<file path="config.mk">
export PLATFORM = sky130hd
export DESIGN_NAME = thermctl_top
export DESIGN_NICKNAME = d
export VERILOG_FILES = /design/src/rtl/thermctl_pkg.sv /design/src/rtl/thermctl_regs.sv /design/src/rtl/thermctl_xing.sv /design/src/rtl/thermctl_duty.sv /design/src/rtl/thermctl_top.sv
export SDC_FILE = /design/constraint.sdc
export NUM_CORES = 1
export LEC_CHECK = 0
export BUFFER_PORTS_ARGS = -buffer_cell sky130_fd_sc_hd__buf_2
export CORE_MARGIN = 1.5
export CORE_UTILIZATION = 28
export DETAILED_ROUTE_END_ITERATION = 12
export GPL_ROUTABILITY_DRIVEN = 0
export SLEW_MARGIN = 30
export SYNTH_ARGS = -nofsm -noshare
export SYNTH_HDL_FRONTEND = slang
export SYNTH_SLANG_ARGS = --single-unit
</file>
<file path="constraint.sdc">
create_clock -name clk -period 3.4 [get_ports clk]
set_input_delay 0.34 -clock clk [delete_from_list [all_inputs] [get_ports clk]]
set_output_delay 0.34 -clock clk [all_outputs]
set_load 0.01 [all_outputs]
</file>
<file path="src/rtl/thermctl_pkg.sv">
package thermctl_pkg;

    typedef enum logic {
        THR_STEP = 1'b0,
        THR_DUTY = 1'b1
    } thr_method_e;

    localparam int NTHR   = 2;
    localparam int ADDR_W = 3;

    localparam logic [ADDR_W-1:0] A_LIMIT = 3'd0;
    localparam logic [ADDR_W-1:0] A_HYST  = 3'd1;
    localparam logic [ADDR_W-1:0] A_THR0  = 3'd2;
    localparam logic [ADDR_W-1:0] A_CTRL  = 3'd4;
    localparam logic [ADDR_W-1:0] A_CLR   = 3'd5;
    localparam logic [ADDR_W-1:0] A_CRIT  = 3'd6;

    localparam int DUTY_W     = 3;
    localparam int C_ONDEMAND = 4;
    localparam int C_IRQ_RISE = 5;
    localparam int C_IRQ_FALL = 6;

endpackage

</file>
<file path="src/rtl/thermctl_regs.sv">
module thermctl_regs
    import thermctl_pkg::*;
#(
    parameter int TW = 8,
    parameter logic [TW-1:0] LIMIT_RST = 8'd100,
    parameter logic [TW-1:0] HYST_RST  = 8'd4,
    parameter logic [TW-1:0] CRIT_RST  = 8'd125
) (
    input  logic                      clk,
    input  logic                      rst_n,
    input  logic                      we,
    input  logic [ADDR_W-1:0]         addr,
    input  logic [TW-1:0]             wdata,
    output logic [TW-1:0]             limit,
    output logic [TW-1:0]             hyst,
    output logic [TW-1:0]             crit,
    output logic [NTHR-1:0][TW-1:0]   thr,
    output logic [DUTY_W-1:0]         duty_n,
    output logic                      ondemand,
    output logic                      irq_rise_en,
    output logic                      irq_fall_en,
    output logic [NTHR-1:0]           clr
);

    typedef struct packed {
        logic [TW-1:0]           limit;
        logic [TW-1:0]           hyst;
        logic [TW-1:0]           crit;
        logic [NTHR-1:0][TW-1:0] thr;
        logic [DUTY_W-1:0]       duty_n;
        logic                    ondemand;
        logic                    rise_en;
        logic                    fall_en;
    } regs_t;

    regs_t r_d, r_q;

    always_comb begin
        r_d = r_q;
        if (we) begin
            unique case (addr)
                A_LIMIT: r_d.limit = wdata;
                A_HYST:  r_d.hyst  = wdata;
                A_CRIT:  r_d.crit  = wdata;
                A_CTRL: begin
                    r_d.duty_n   = wdata[DUTY_W-1:0];
                    r_d.ondemand = wdata[C_ONDEMAND];
                    r_d.rise_en  = wdata[C_IRQ_RISE];
                    r_d.fall_en  = wdata[C_IRQ_FALL];
                end
                default: ;
            endcase
            for (int i = 0; i < NTHR; i++) begin
                if (addr == ADDR_W'(int'(A_THR0) + i)) begin
                    r_d.thr[i] = wdata;
                end
            end
        end
    end

    always_ff @(posedge clk or negedge rst_n) begin
        if (!rst_n) begin
            r_q.limit    <= LIMIT_RST;
            r_q.hyst     <= HYST_RST;
            r_q.crit     <= CRIT_RST;
            r_q.thr      <= '1;
            r_q.duty_n   <= '0;
            r_q.ondemand <= 1'b0;
            r_q.rise_en  <= 1'b0;
            r_q.fall_en  <= 1'b0;
        end else begin
            r_q <= r_d;
        end
    end

    assign limit       = r_q.limit;
    assign hyst        = r_q.hyst;
    assign crit        = r_q.crit;
    assign thr         = r_q.thr;
    assign duty_n      = r_q.duty_n;
    assign ondemand    = r_q.ondemand;
    assign irq_rise_en = r_q.rise_en;
    assign irq_fall_en = r_q.fall_en;
    assign clr         = (we && addr == A_CLR) ? wdata[NTHR-1:0] : '0;

endmodule

</file>
<file path="src/rtl/thermctl_xing.sv">
module thermctl_xing #(
    parameter int TW = 8
) (
    input  logic          clk,
    input  logic          rst_n,
    input  logic [TW-1:0] temp,
    input  logic [TW-1:0] level,
    input  logic          clr,
    output logic          irq,
    output logic          sts
);

    typedef struct packed {
        logic above;
        logic irq;
        logic sts;
    } xing_t;

    xing_t x_d, x_q;

    always_comb begin
        x_d       = x_q;
        x_d.above = (temp >= level);
        x_d.irq   = (x_d.above != x_q.above);
        if (clr) begin
            x_d.sts = 1'b0;
        end
        if (x_d.irq) begin
            x_d.sts = 1'b1;
        end
    end

    always_ff @(posedge clk or negedge rst_n) begin
        if (!rst_n) begin
            x_q <= '0;
        end else begin
            x_q <= x_d;
        end
    end

    assign irq = x_q.irq;
    assign sts = x_q.sts;

    p_irq_sets_sts_r8: assert property (@(posedge clk) disable iff (!rst_n)
        x_q.irq |-> x_q.sts);

    p_irq_on_change_r8: assert property (@(posedge clk) disable iff (!rst_n)
        x_q.irq |-> (x_q.above != $past(x_q.above)));

endmodule

</file>
<file path="src/rtl/thermctl_duty.sv">
module thermctl_duty #(
    parameter int CW = 3
) (
    input  logic          clk,
    input  logic          rst_n,
    input  logic          active,
    input  logic [CW-1:0] n,
    output logic          en
);

    logic [CW-1:0] cnt_d, cnt_q;

    always_comb begin
        cnt_d = active ? cnt_q + 1'b1 : '0;
    end

    always_ff @(posedge clk or negedge rst_n) begin
        if (!rst_n) begin
            cnt_q <= '0;
        end else begin
            cnt_q <= cnt_d;
        end
    end

    assign en = !(active && (cnt_q < n));

    p_cnt_advance_r7: assert property (@(posedge clk) disable iff (!rst_n)
        $past(active) |-> (cnt_q == CW'($past(cnt_q) + 1'b1)));

endmodule

</file>
<file path="src/rtl/thermctl_top.sv">
module thermctl_top
    import thermctl_pkg::*;
#(
    parameter int TW = 8,
    parameter logic [TW-1:0] LIMIT_RST = 8'd100,
    parameter logic [TW-1:0] HYST_RST  = 8'd4,
    parameter logic [TW-1:0] CRIT_RST  = 8'd125
) (
    input  logic                clk,
    input  logic                rst_n,
    input  logic                temp_vld,
    input  logic [TW-1:0]       temp,
    input  logic                reg_we,
    input  logic [ADDR_W-1:0]   reg_addr,
    input  logic [TW-1:0]       reg_wdata,
    input  logic                step_done,
    input  logic                step_ok,
    input  logic                hot_in,
    output logic                throttle,
    output logic                method_duty,
    output logic                clk_en,
    output logic                hot_drv,
    output logic                irq_hot,
    output logic [NTHR-1:0]     irq_thr,
    output logic [NTHR-1:0]     thr_sts,
    output logic                trip
);

    logic [TW-1:0]           limit, hyst, crit;
    logic [NTHR-1:0][TW-1:0] thr;
    logic [DUTY_W-1:0]       duty_n;
    logic                    ondemand, rise_en, fall_en;
    logic [NTHR-1:0]         clr;
    logic                    duty_en;
    logic                    hot_eff;
    logic                    release_ok;

    typedef struct packed {
        logic [TW-1:0] temp;
        logic          hot_auto;
        logic          throttle;
        thr_method_e   method;
        logic          trip;
        logic          hot_in;
        logic          hot_prev;
        logic          irq_hot;
    } top_t;

    top_t s_d, s_q;

    thermctl_regs #(
        .TW(TW), .LIMIT_RST(LIMIT_RST), .HYST_RST(HYST_RST), .CRIT_RST(CRIT_RST)
    ) regs_i (
        .clk(clk), .rst_n(rst_n), .we(reg_we), .addr(reg_addr), .wdata(reg_wdata),
        .limit(limit), .hyst(hyst), .crit(crit), .thr(thr), .duty_n(duty_n),
        .ondemand(ondemand), .irq_rise_en(rise_en), .irq_fall_en(fall_en), .clr(clr)
    );

    for (genvar g = 0; g < NTHR; g++) begin : g_xing
        thermctl_xing #(.TW(TW)) xing_i (
            .clk(clk), .rst_n(rst_n), .temp(s_q.temp), .level(thr[g]),
            .clr(clr[g]), .irq(irq_thr[g]), .sts(thr_sts[g])
        );
    end

    thermctl_duty #(.CW(DUTY_W)) duty_i (
        .clk(clk), .rst_n(rst_n),
        .active(s_q.throttle && s_q.method == THR_DUTY),
        .n(duty_n), .en(duty_en)
    );

    assign release_ok = ({1'b0, s_q.temp} + {1'b0, hyst}) <= {1'b0, limit};
    assign hot_eff    = s_q.hot_auto | s_q.hot_in;

    always_comb begin
        s_d = s_q;
        if (temp_vld) begin
            s_d.temp = temp;
        end
        if (s_q.temp >= limit) begin
            s_d.hot_auto = 1'b1;
        end else if (release_ok) begin
            s_d.hot_auto = 1'b0;
        end
        s_d.hot_in   = hot_in;
        s_d.throttle = s_q.hot_auto | ondemand | s_q.hot_in;
        if (!s_q.throttle) begin
            s_d.method = THR_STEP;
        end else if (step_done && !step_ok) begin
            s_d.method = THR_DUTY;
        end
        s_d.trip     = s_q.trip | (s_q.temp >= crit);
        s_d.hot_prev = hot_eff;
        s_d.irq_hot  = (hot_eff && !s_q.hot_prev && rise_en) ||
                       (!hot_eff && s_q.hot_prev && fall_en);
    end

    always_ff @(posedge clk or negedge rst_n) begin
        if (!rst_n) begin
            s_q.temp     <= '0;
            s_q.hot_auto <= 1'b0;
            s_q.throttle <= 1'b0;
            s_q.method   <= THR_STEP;
            s_q.trip     <= 1'b0;
            s_q.hot_in   <= 1'b0;
            s_q.hot_prev <= 1'b0;
            s_q.irq_hot  <= 1'b0;
        end else begin
            s_q <= s_d;
        end
    end

    assign throttle    = s_q.throttle;
    assign method_duty = (s_q.method == THR_DUTY);
    assign clk_en      = duty_en && !s_q.trip;
    assign hot_drv     = s_q.hot_auto;
    assign irq_hot     = s_q.irq_hot;
    assign trip        = s_q.trip;

    p_ondemand_forces_r4: assert property (@(posedge clk) disable iff (!rst_n)
        ondemand |=> s_q.throttle);

    p_trip_sticky_r11: assert property (@(posedge clk) disable iff (!rst_n)
        s_q.trip |=> (s_q.trip && !clk_en));

    p_duty_after_fail_r6: assert property (@(posedge clk) disable iff (!rst_n)
        $rose(s_q.method == THR_DUTY) |-> $past(step_done && !step_ok && s_q.throttle));

    p_hot_irq_edge_r10: assert property (@(posedge clk) disable iff (!rst_n)
        s_q.irq_hot |-> (s_q.hot_prev != $past(s_q.hot_prev)));

    p_release_hyst_r3: assert property (@(posedge clk) disable iff (!rst_n)
        $fell(s_q.hot_auto) |-> $past(release_ok));

endmodule

</file>
Yosys cells after proc, flatten, opt, wreduce, memory -nomap -nowiden
Index checks and enable logic that the tools add are counted.
- bits in registers: 70
- output and inout port bits: 10
- RAM bits: 0
- bits in read-only memories: 0
- latch bits: 0
- bits of input ports: 26
- memories: 0
- word-level logic and storage cells: 80
- divide/modulo/power cells: 0
- muxes and demuxes: 10
- order comparisons: 6
- reductions and logical operators: 25
- add/sub/neg operators: 2
- equal/unequal tests: 9
- shift operators: 0
- multiply operators: 0
- bitwise operators: 4
- operator list (cell ; count):
    8-bit greater-or-equal comparator ; 4
    2-bit AND reduction ; 6
    8-bit by 8-bit adder with 9-bit output ; 1
    3-bit == test, second input constant ; 3
    9-bit by 8-bit <= comparator with 1-bit output ; 1
    1-bit logical AND ; 9
    1-bit two-way mux ; 8
    3-bit by 2-bit == test with 1-bit output, second input constant ; 2
    2-bit nonzero test ; 3
    1-bit zero test ; 5
    1-bit bitwise OR ; 4
    3-bit by 1-bit adder with 3-bit output, second input constant ; 1
    3-bit by 1-bit == test with 1-bit output, second input constant ; 1
    3-bit zero test ; 1
    3-bit less-than comparator ; 1
    3-bit two-way mux ; 1
    2-bit two-way mux ; 1
    1-bit != test ; 2
    2-bit by 1-bit != test with 1-bit output, second input constant ; 1
    1-bit logical OR ; 1

Depth between registers and ports, before layout
Gate-level depths: netlist of the first run.
- depth in word-level cells: 5
- gate-level depth with buffers: 13

Hierarchy
A second synthesis of the first run with hierarchy kept.
- cell total of the unflattened synthesis: 342
- area total of the unflattened synthesis: 4037.6 um2
- by module, submodules not included (module ; area each (um2) ; times used ; cells an instance ; sequential area each (um2)):
    thermctl_regs ; 1821.7 ; 1 ; 105 ; 1183.6
    thermctl_top ; 1383.8 ; 1 ; 148 ; 375.4
    thermctl_xing ; 329.1 ; 2 ; 36 ; 75.1
    thermctl_duty ; 173.9 ; 1 ; 17 ; 75.1

Worst setup path after synthesis of the first run
No wires, ideal clock.
- path type: reg2reg
- start point: register regs_i.hyst[0] (netlist name)
- end point: register s_q, in the netlist hot_drv
- period minus slack after synthesis: 2.774 ns
- arrival: 2.635 ns
- path buffers: 0
- setup time: 0.139 ns
- slack: 0.626 ns
- cell stages (with the launch flop): 14
- path through: dfrtp_1 -> ha_1 -> inv_1 -> fa_1 -> nand2b_1 -> a21oi_1 -> o311a_1 -> a21oi_1 -> ha_1 -> a211o_1 -> a211oi_1 -> o221ai_1 -> a21oi_1 -> o221ai_1
- word-level cells in the longest chain between the ends: 3
- RTL lines (element ; RTL line ; RTL):
    8-bit by 8-bit adder with 9-bit output ; thermctl_top.sv:72 ; assign release_ok = ({1'b0, s_q.temp} + {1'b0, hyst}) <= {1'b0, limit};
    9-bit by 8-bit <= comparator with 1-bit output ; thermctl_top.sv:72 ;
    2-bit nonzero test (no source line) ; n/a ;
    end: declaration ; thermctl_top.sv:49 ; top_t s_d, s_q;
Every way passes these cells.
A chain may end at the register's enable or synchronous reset.

Worst setup path after layout of the first run
- start point: register s_q[8] (netlist name)
- end point: register s_q, in the netlist hot_drv
- word-level cells in the longest chain between the ends: 3
- elaborated cells on any way between the ends: 5
- classes of those cells: add/sub (1); order compare (2); mux (1); reduce/logical (1)
- RTL lines (element ; RTL line):
    8-bit by 8-bit adder with 9-bit output ; thermctl_top.sv:72
    9-bit by 8-bit <= comparator with 1-bit output ; thermctl_top.sv:72
    2-bit nonzero test (no source line) ; n/a
Parallel ways exist; a longest one is shown, timed or not.

==> results of run 1 <==
logic make-up after synthesis:
family	synth area share, %
AO/OA/AOI/OAI	11.45
XOR/XNOR	1.101
adder cells (fa/ha/maj)	16.54
buffers and inverters	4.937
flip-flops	44.84
multiplexers	9.906
AND/OR/NAND/NOR	11.23
registers in the layout, indices dropped and copies added, names as in the netlist:
register / cells
regs_i.ondemand: 1
regs_i.duty_n: 3
regs_i.irq_rise_en: 1
trip: 1
irq_hot: 1
regs_i.hyst: 8
s_q: 10
hot_drv: 1
g_xing.xing_i.irq: 2
regs_i.irq_fall_en: 1
duty_i.cnt_q: 3
regs_i.crit: 8
g_xing.xing_i.sts: 2
g_xing.xing_i.x_q: 2
regs_i.limit: 8
method_duty: 1
throttle: 1
regs_i.thr: 16
layout by cell type (no fill, tap or decap), types with 2 or more instances in the layout:
| master | n |
|---|---|
| sky130_fd_sc_hd__mux2_2 | 35 |
| sky130_fd_sc_hd__clkbuf_16 | 9 |
| sky130_fd_sc_hd__ha_1 | 51 |
| sky130_fd_sc_hd__buf_4 | 4 |
| sky130_fd_sc_hd__o221ai_1 | 2 |
| sky130_fd_sc_hd__xnor2_1 | 5 |
| sky130_fd_sc_hd__dfrtp_1 | 44 |
| sky130_fd_sc_hd__a31oi_1 | 2 |
| sky130_fd_sc_hd__nor2b_1 | 5 |
| sky130_fd_sc_hd__inv_6 | 2 |
| sky130_fd_sc_hd__nor3_2 | 2 |
| sky130_fd_sc_hd__o21bai_1 | 2 |
| sky130_fd_sc_hd__o21a_1 | 3 |
| sky130_fd_sc_hd__or2_2 | 2 |
| sky130_fd_sc_hd__o211ai_1 | 2 |
| sky130_fd_sc_hd__nand3_1 | 3 |
| sky130_fd_sc_hd__a211oi_1 | 3 |
| sky130_fd_sc_hd__nor2_1 | 14 |
| sky130_fd_sc_hd__nand2b_1 | 6 |
| sky130_fd_sc_hd__nor3b_1 | 3 |
| sky130_fd_sc_hd__a21o_1 | 9 |
| sky130_fd_sc_hd__inv_1 | 38 |
| sky130_fd_sc_hd__bufinv_16 | 2 |
| sky130_fd_sc_hd__dfstp_2 | 26 |
| sky130_fd_sc_hd__nand2_1 | 32 |
| sky130_fd_sc_hd__buf_2 | 35 |
| sky130_fd_sc_hd__o21ai_0 | 32 |
| sky130_fd_sc_hd__nand4_1 | 4 |
| sky130_fd_sc_hd__nor3_1 | 2 |
| sky130_fd_sc_hd__or3b_2 | 2 |
| sky130_fd_sc_hd__a21oi_1 | 11 |
| sky130_fd_sc_hd__a221oi_1 | 2 |
routing by layer:
| metal | wire (um) | vias to the layer above |
|---|---|---|
| li1 | - | 1370 |
| met1 | 4007 | 1335 |
| met2 | 3889 | 55 |
| met3 | 505 | 14 |
| met4 | 248 | 0 |
| met5 | 0 | - |
area by class of cell:
type | count | share of cell area, %
multi-input cells | 249 | 42.64
repair buffers | 39 | 4.379
inverters | 38 | 3.044
clock inverters | 7 | 2.243
flip-flops and latches | 70 | 38.08
well taps | 180 | 4.806
clock buffers | 9 | 4.806
critical path, stage by stage, from the launching register on:
cell and delay [ns]:
sky130_fd_sc_hd__dfrtp_1 0.44, sky130_fd_sc_hd__inv_1 0.10, sky130_fd_sc_hd__fa_1 0.44, sky130_fd_sc_hd__nand2b_1 0.19
sky130_fd_sc_hd__a21oi_1 0.21, sky130_fd_sc_hd__o311a_1 0.20, sky130_fd_sc_hd__a21oi_1 0.05, sky130_fd_sc_hd__ha_1 0.31
sky130_fd_sc_hd__a211o_1 0.32, sky130_fd_sc_hd__a211oi_1 0.28, sky130_fd_sc_hd__o221ai_1 0.18, sky130_fd_sc_hd__a21oi_1 0.18
sky130_fd_sc_hd__o221ai_1 0.12
final timing paths:
path / end / slack [ns]
worst max-delay path: hot_drv / 0.25
worst min-delay path: g_xing[0].xing_i.irq / -0.02
worst max register to register: hot_drv / 0.25
worst min register to register: irq_hot / 0.45
max in group asynchronous: regs_i.limit[0] / 2.42
min in group clk: s_q[2] / 0.12
power by group through the flow:
stage / logic [mW] / clock network (mW) / registers, mW
2_1_floorplan: 0.695 / 0 / 1.17
3_3_place_gp: 0.892 / 0 / 1.18
3_5_place_dp: 0.927 / 0 / 1.19
4_1_cts: 0.941 / 1.06 / 1.18
5_1_grt: 1.08 / 1.10 / 1.20
6_report: 0.934 / 1.04 / 1.17
through the flow:
step / hold slack (ns) / worst slack (ns) / cells
after floorplan: 0.04441 / 0.6259 / 366
after global placement: 0.3622 / 0.4542 / 576
after detailed placement: 0.3618 / 0.3442 / 576
after CTS: 0.002244 / 0.3099 / 592
after global routing: 0.02932 / 0.03967 / 592
final: -0.01823 / 0.2457 / 592
cells in the mapped netlist, types with 3 or more instances:
| library cell | instances |
|---|---|
| sky130_fd_sc_hd__nand2b_1 | 6 |
| sky130_fd_sc_hd__a211oi_1 | 3 |
| sky130_fd_sc_hd__dfstp_2 | 26 |
| sky130_fd_sc_hd__inv_1 | 38 |
| sky130_fd_sc_hd__nand4_1 | 4 |
| sky130_fd_sc_hd__nor2b_1 | 5 |
| sky130_fd_sc_hd__a21o_1 | 9 |
| sky130_fd_sc_hd__buf_4 | 4 |
| sky130_fd_sc_hd__ha_1 | 51 |
| sky130_fd_sc_hd__nand3_1 | 3 |
| sky130_fd_sc_hd__nor3b_1 | 3 |
| sky130_fd_sc_hd__o21ai_0 | 32 |
| sky130_fd_sc_hd__mux2_2 | 35 |
| sky130_fd_sc_hd__xnor2_1 | 5 |
| sky130_fd_sc_hd__buf_2 | 3 |
| sky130_fd_sc_hd__dfrtp_1 | 44 |
| sky130_fd_sc_hd__o21a_1 | 3 |
| sky130_fd_sc_hd__nand2_1 | 32 |
| sky130_fd_sc_hd__a21oi_1 | 11 |
| sky130_fd_sc_hd__nor2_1 | 14 |
==> reports/summary.md, run 1 <==
The tightest hold margin was -0.01823 ns. The run gives 9 as the number of clock buffers inserted by TritonCTS. The pre-antenna-repair detailed-routing pass consisted of 4 iterations.

In the post-synthesis netlist, the biggest area contributors are sky130_fd_sc_hd__dfrtp_1 (28%), sky130_fd_sc_hd__dfstp_2 (17%), sky130_fd_sc_hd__ha_1 (16%). The run gives 0.007214 ns as the worst clock skew. Clock power share: 33.1%. Cell internal power dissipation: 2.165 mW. The run gives 366 as the synthesized instance count.

The run finished, with violations left. The finished layout cell area is 0.004686 mm2. The height of the die works out to 122.2 um.

The number of cells on the worst reg-to-reg path is 12. The post-route minimum period works out to 3.154 ns. In this run, synthesis produced a sequential element count of 70. The logs give 0 for the antenna diode instance count and 36 for the number of primary I/O pins. For this run, the post-layout net count is 485. The count of buffers added on input and output ports is 35.

For this run, design rule violations remaining after detail routing come to 0. The tools report the total negative setup slack as 0 ns. Among all flip-flop cells after synthesis, the most frequent one is sky130_fd_sc_hd__dfrtp_1. The power density normalized to cell area is 672.7 mW/mm2. Final global-route overflow total: 0. Counting distinct cell types in the post-synthesis netlist gives 46.

In this run the worst hold path is classified as in2async. The tools report the part of the total power dissipated in sequential elements as 37.2%. Buffers inserted to repair hold after CTS numbered 0.

Using the TritonRoute via totals, the vias-per-cell ratio works out to 4.686. The logs give 33.76% for the final design utilization and 2 for the maximum root-to-sink buffer count. The clock transition time at the flip-flop clock pins of the worst setup and hold paths works out to 0.06 ns.

The core region is 0.01388 mm2. The final layout contains routed wiring with a total length of 8.650 mm. For the post-synth design cell area, the log shows 0.003979 mm2. In the final layout, flip-flops and latches occupy 0.001784 mm2. The final reports fail on hold timing.

The number of violations reported at the end of detailed-routing iteration 0 is 88. The worst setup path is captured at a register. The combinational cell fraction of total power came out at 29.6%.

Setup repair after global routing left no endpoint under its margin. The mean instance size in the synthesized netlist was 10.87 um2. The most critical setup path has its startpoint at s_q[8].

The number of hold-slack violations in the final timing report is 7. The wire length of the first global-routing pass is 14.57 mm, and the layout overhead on the synthesized area is 17.77%. The net switching share of the total power was 31.33%; the count of cells resized by post-cts repair was 0. After detailed routing, the average wire length per cell comes to 14.61 um.

In this run the static leakage power is 2.154 nW. In the synthesized netlist the async set-or-reset flop fraction comes to 100.0%. The run gives 16.58% as the met1 track utilization from global routing.

The largest total area in the synthesized netlist belongs to sky130_fd_sc_hd__dfrtp_1. The share of the synthesized area in the top cell type works out to 27.67%. Of all nets on the critical path, the largest fanout is 6. Summing the sequential cell areas from Yosys gives 44.84% of the chip area.

The endpoint required time on the critical path is 3.60 ns, and the clock network latency to the later pin of the worst-skew pair is 0.33 ns. Maximum number of pins on one net before global-route repair: 47. The worst path uses 92.77% of the clock period.

For the pin with the worst max-slew slack, the measured transition is 0.6065 ns. The most crowded layer after global routing is met2. The analysis attributes to net switching a power of 0.9875 mW. The run gives 2907 as the via count of the first global-routing pass. The clock tree root buffer cell is sky130_fd_sc_hd__clkbuf_16.

The critical path class was reg2reg. The critical path startpoint category was a register. The run gives 59.39% as the worst-case headroom to the max-slew limit. The number of synthesized flops with an enable pin was 0; the row count was 43. The top achievable clock speed came out at 317.0 MHz. The synthesis warning total is 0, and the detailed-placement wirelength estimate is 6.536 mm. The deepest level of the CTS H-tree was 3; the post-placement cell area was 0.004355 mm2.

The tools report the count of maximum capacitance violations as 0. Across the VDD grid, the largest voltage drop is 0.2319 mV. TritonCTS built the clock tree. The number of post-CTS setup repair buffers was 0; the total power after layout was 3.152 mW. The number of nets with antenna violations after routing came out at 0.

The worst path arrival time is 3.36 ns, and the proportion of layout cells with a drive suffix above 1 is 30.58%. For the number of max-slew violations in the final report, the log shows 0. For this run, global-route usage on met3 was measured as 3.184%. The routed layout has 2774 vias. For the total number of clock tree sinks, the log shows 70. For this configuration, the core starts out at a cell density of 28.66%.

For the area occupied by multi-input gates, the log shows 0.001998 mm2. The die footprint is 0.01493 mm2, and the number of fillers in the final layout is 1453. Number of endpoints failing setup at the final stage: 0.

The logs give 0 for the initial antenna violation count and 12.81% for the overall fraction of global-route tracks in use. The die is 122.2 um wide. The number of nets handed over by synthesis was 444.

The worst register-to-register path begins at s_q[8]. For met2 alone, demand over resource in global routing was 20.22%.
(Power assumes the default switching activity.)
==> run 2, diff against run 1 <==
- CORE_MARGIN: 1.5 -> unset
- PLACE_DENSITY: unset -> 0.45
==> reports/summary.md, run 2 (same netlist as run 1, synthesis figures left out) <==
Endpoint required time on the critical path: 3.60 ns (about the same). The number of hold-slack violations in the final timing report was 0 (-7). The area occupied by multi-input gates came out at 0.002009 mm2 (+0.56%). The number of fillers in the final layout was 1419 (-2.3%); the count of input and output buffers was 35 (unchanged).

The largest fanout on the critical path is 6 (unchanged). The worst clock skew came out at 0.003984 ns (-0.003230 ns). For the initial core utilization, the log shows 28.66% (unchanged). The tools report the clock network latency to the later pin of the worst-skew pair as 0.33 ns (about the same). The core outline area was 0.01388 mm2 (unchanged). The total negative setup slack was 0 ns (unchanged); the overall fraction of global-route tracks in use was 13.97% (+1.2 points). The logs give 0.3230 ns (+0.07727 ns) for the final worst-path setup slack and 0 (unchanged) for the antenna diode instance count. The number of design rule violations left after detail routing is 0 (unchanged). The net count reported at finish was 487 (+0.41%); the maximum number of pins on one net before global-route repair was 71 (+51%). The post-route minimum period came out at 3.077 ns (-0.07727 ns). The worst-margin pin slew was 0.6519 ns (+0.04542 ns); the layout overhead on the synthesized area was 18.05%. The buffer and inverter count on the worst path was 1 (unchanged).

Total number of clock tree sinks: 70 (unchanged). The biggest cell delay along the critical path works out to 0.44 ns (about the same). Number of primary I/O pins: 36 (unchanged).

For the count of hold buffers inserted by post-cts repair, the log shows 0 (unchanged). For the top achievable clock speed, the log shows 325.0 MHz (+2.5%). The flow ran to the end, and the final reports show no timing, DRC or antenna violations. The final design utilization came out at 33.84% (+0.081 points). The number of violations reported at the end of detailed-routing iteration 0 was 183 (+110%); the height of the die was 121.2 um (-0.82%). The post-route clock period utilization works out to 90.50% (-2.3 points). The critical path class is reg2reg.

The worst-case reg-to-reg path depth was 12 (unchanged); the maximum vdd drop was 0.2628 mV (+13%). The detailed-placement wirelength estimate was 6.810 mm (+4.2%). The final global-route overflow total was 0 (unchanged); the average detailed-routed wire length per instance was 15.25 um (+4.4%).

The tools report the total routed wirelength as 9.057 mm (+4.7%). The slowest stage of the critical path is the sky130_fd_sc_hd__dfrtp_1 cell. The tools report the global routing usage on met2 as 21.29% (+1.1 points). Among cell families on the critical path, the largest total delay comes from compound AO/OA/AOI/OAI gates. The number of logic stages on the critical path including buffering came out at 12 (unchanged). The tools report the clock tree root buffer cell as sky130_fd_sc_hd__clkbuf_16. The power density normalized to cell area is 657.4 mW/mm2 (-2.3%). The run gives 2 (unchanged) as the maximum root-to-sink buffer count. The run gives 2.163 nW (+0.44%) as the static leakage. The die footprint was 0.01469 mm2 (-1.6%); the register cell area after layout was 0.001784 mm2 (unchanged). The run gives 0 (unchanged) as the number of nets with antenna violations after routing.

The largest registers in the layout are regs_i.thr x16, s_q x10. The number of flip-flops in the largest register came out at 16 (unchanged). The tools report the via count of the first global-routing pass as 2725 (-6.3%). The deepest level of the CTS H-tree is 3 (unchanged). The number of endpoints failing setup at the final stage is 0 (unchanged). The timing endpoint of the critical path was hot_drv.

In this run the worst setup path begins at s_q[8]. The proportion of layout cells with a drive suffix above 1 came out at 31.40% (+0.82 points). The capturing element type of the critical path was a register. The tools report the filler-free cell count of the finished design as 594 (+0.34%).

The tools report the critical register-to-register path startpoint as s_q[8]. Traced cell by cell, the critical path runs through inv_1, fa_1, nand2b_1, a21oi_2, o311a_1, a21oi_1, ha_1, a211o_1, a211oi_1, o221ai_1, a21oi_1, o221ai_1. The worst register-to-register path ends at hot_drv. The number of max-slew violations in the final report was 0 (unchanged).

For the first-pass detailed-route iteration total, the log shows 4 (unchanged). Ranked by flip-flop count, first place goes to regs_i.thr. The routed via count came out at 2703 (-2.6%).

STA classifies the critical path startpoint as a register. The path type of the worst min-delay path is in2async. The met1 track utilization from global routing was 18.75% (+2.2 points); the horizontal die dimension was 121.2 um (-0.82%).

The register-to-register setup slack came out at 0.32 ns (+0.08 ns). The tools report the wire length of the first global-routing pass as 14.91 mm (+2.3%). The worst-case headroom to the max-slew limit was 56.54% (-2.9 points); the mean number of vias per cell was 4.551 (-2.9%). Initial antenna violation count: 0 (unchanged). TritonCTS built the clock tree. The top cell types in the final layout, fill and taps aside, are sky130_fd_sc_hd__ha_1 (51), sky130_fd_sc_hd__dfrtp_1 (44), sky130_fd_sc_hd__inv_1 (38). The number of placed instances with taps included was 578 (+0.35%).

The most common cell after layout, fill and taps aside is sky130_fd_sc_hd__ha_1. Setup repair after global routing left no endpoint under its margin. For the count of maximum capacitance violations, the log shows 0 (unchanged). The most crowded layer after global routing is met2. The run gives 3.900% (+0.72 points) as the met3 global-route usage.

The clock transition time at the flip-flop clock pins of the worst setup and hold paths is 0.06 ns (about the same), and the finished layout cell area is 0.004697 mm2 (+0.24%). For the worst path arrival time, the log shows 3.28 ns (-0.08 ns). The run gives 9 (unchanged) as the number of clock buffers inserted by TritonCTS. The row count was 43 (unchanged); the post-placement setup slack was 0.3104 ns (-0.03377 ns).

The run gives 0.004373 mm2 (+0.40%) as the post-placement cell area.
[run 2: changes by cell type in the layout (fill, tap and decap cells not counted), sizes merged]
cell    delta
bufinv     -1
clkbuf     +2
clkinv     +1
buf        +2
inv        -2
[run 2: cell type report]
cell class / instances / share of cell area, %
Inverter: 38 / 3.037
Tap cell: 180 / 4.795
Timing Repair Buffer: 41 / 4.822
Sequential cell: 70 / 37.99
Clock inverter: 5 / 1.199
Multi-Input combinational cell: 249 / 42.78
Clock buffer: 11 / 5.381
[run 2: worst min path at each step]
stage / cells past startpoint / slack [ns] / to
after floorplan: 0 / 0.04 / duty_i.cnt_q[0]
after global routing: 1 / 0.07 / regs_i.limit[1]
after CTS: 1 / 0.10 / s_q[2]
after detailed placement: 1 / 0.45 / irq_hot
final: 1 / 0.02 / regs_i.hyst[1]
after global placement: 1 / 0.44 / irq_hot
[run 2: what timing repair did]
action / 4_1_cts / 5_1_grt
endpoints found under the setup margin: 0 / 1
setup buffers: 0 / 0
gates resized for setup: 0 / 2
[run 2: metal layers]
metal	wire length, um	up-vias
met5	0	-
met3	317	13
met4	203	0
met1	4525	1276
met2	4011	41
li1	-	1373
[run 2: metrics by stage]
step / power, mW / hold slack (ns)
after floorplan: 1.863 / 0.04441
after global placement: 2.109 / 0.4411
after global routing: 3.329 / 0.07062
final: 3.088 / 0.01918
after detailed placement: 2.126 / 0.4486
after CTS: 3.124 / 0.1022
[run 2: report_power, final]
| part | internal (mW) | switching [mW] |
|---|---|---|
| clock network | 0.608 | 0.364 |
| logic | 0.448 | 0.498 |
| registers | 1.07 | 0.102 |
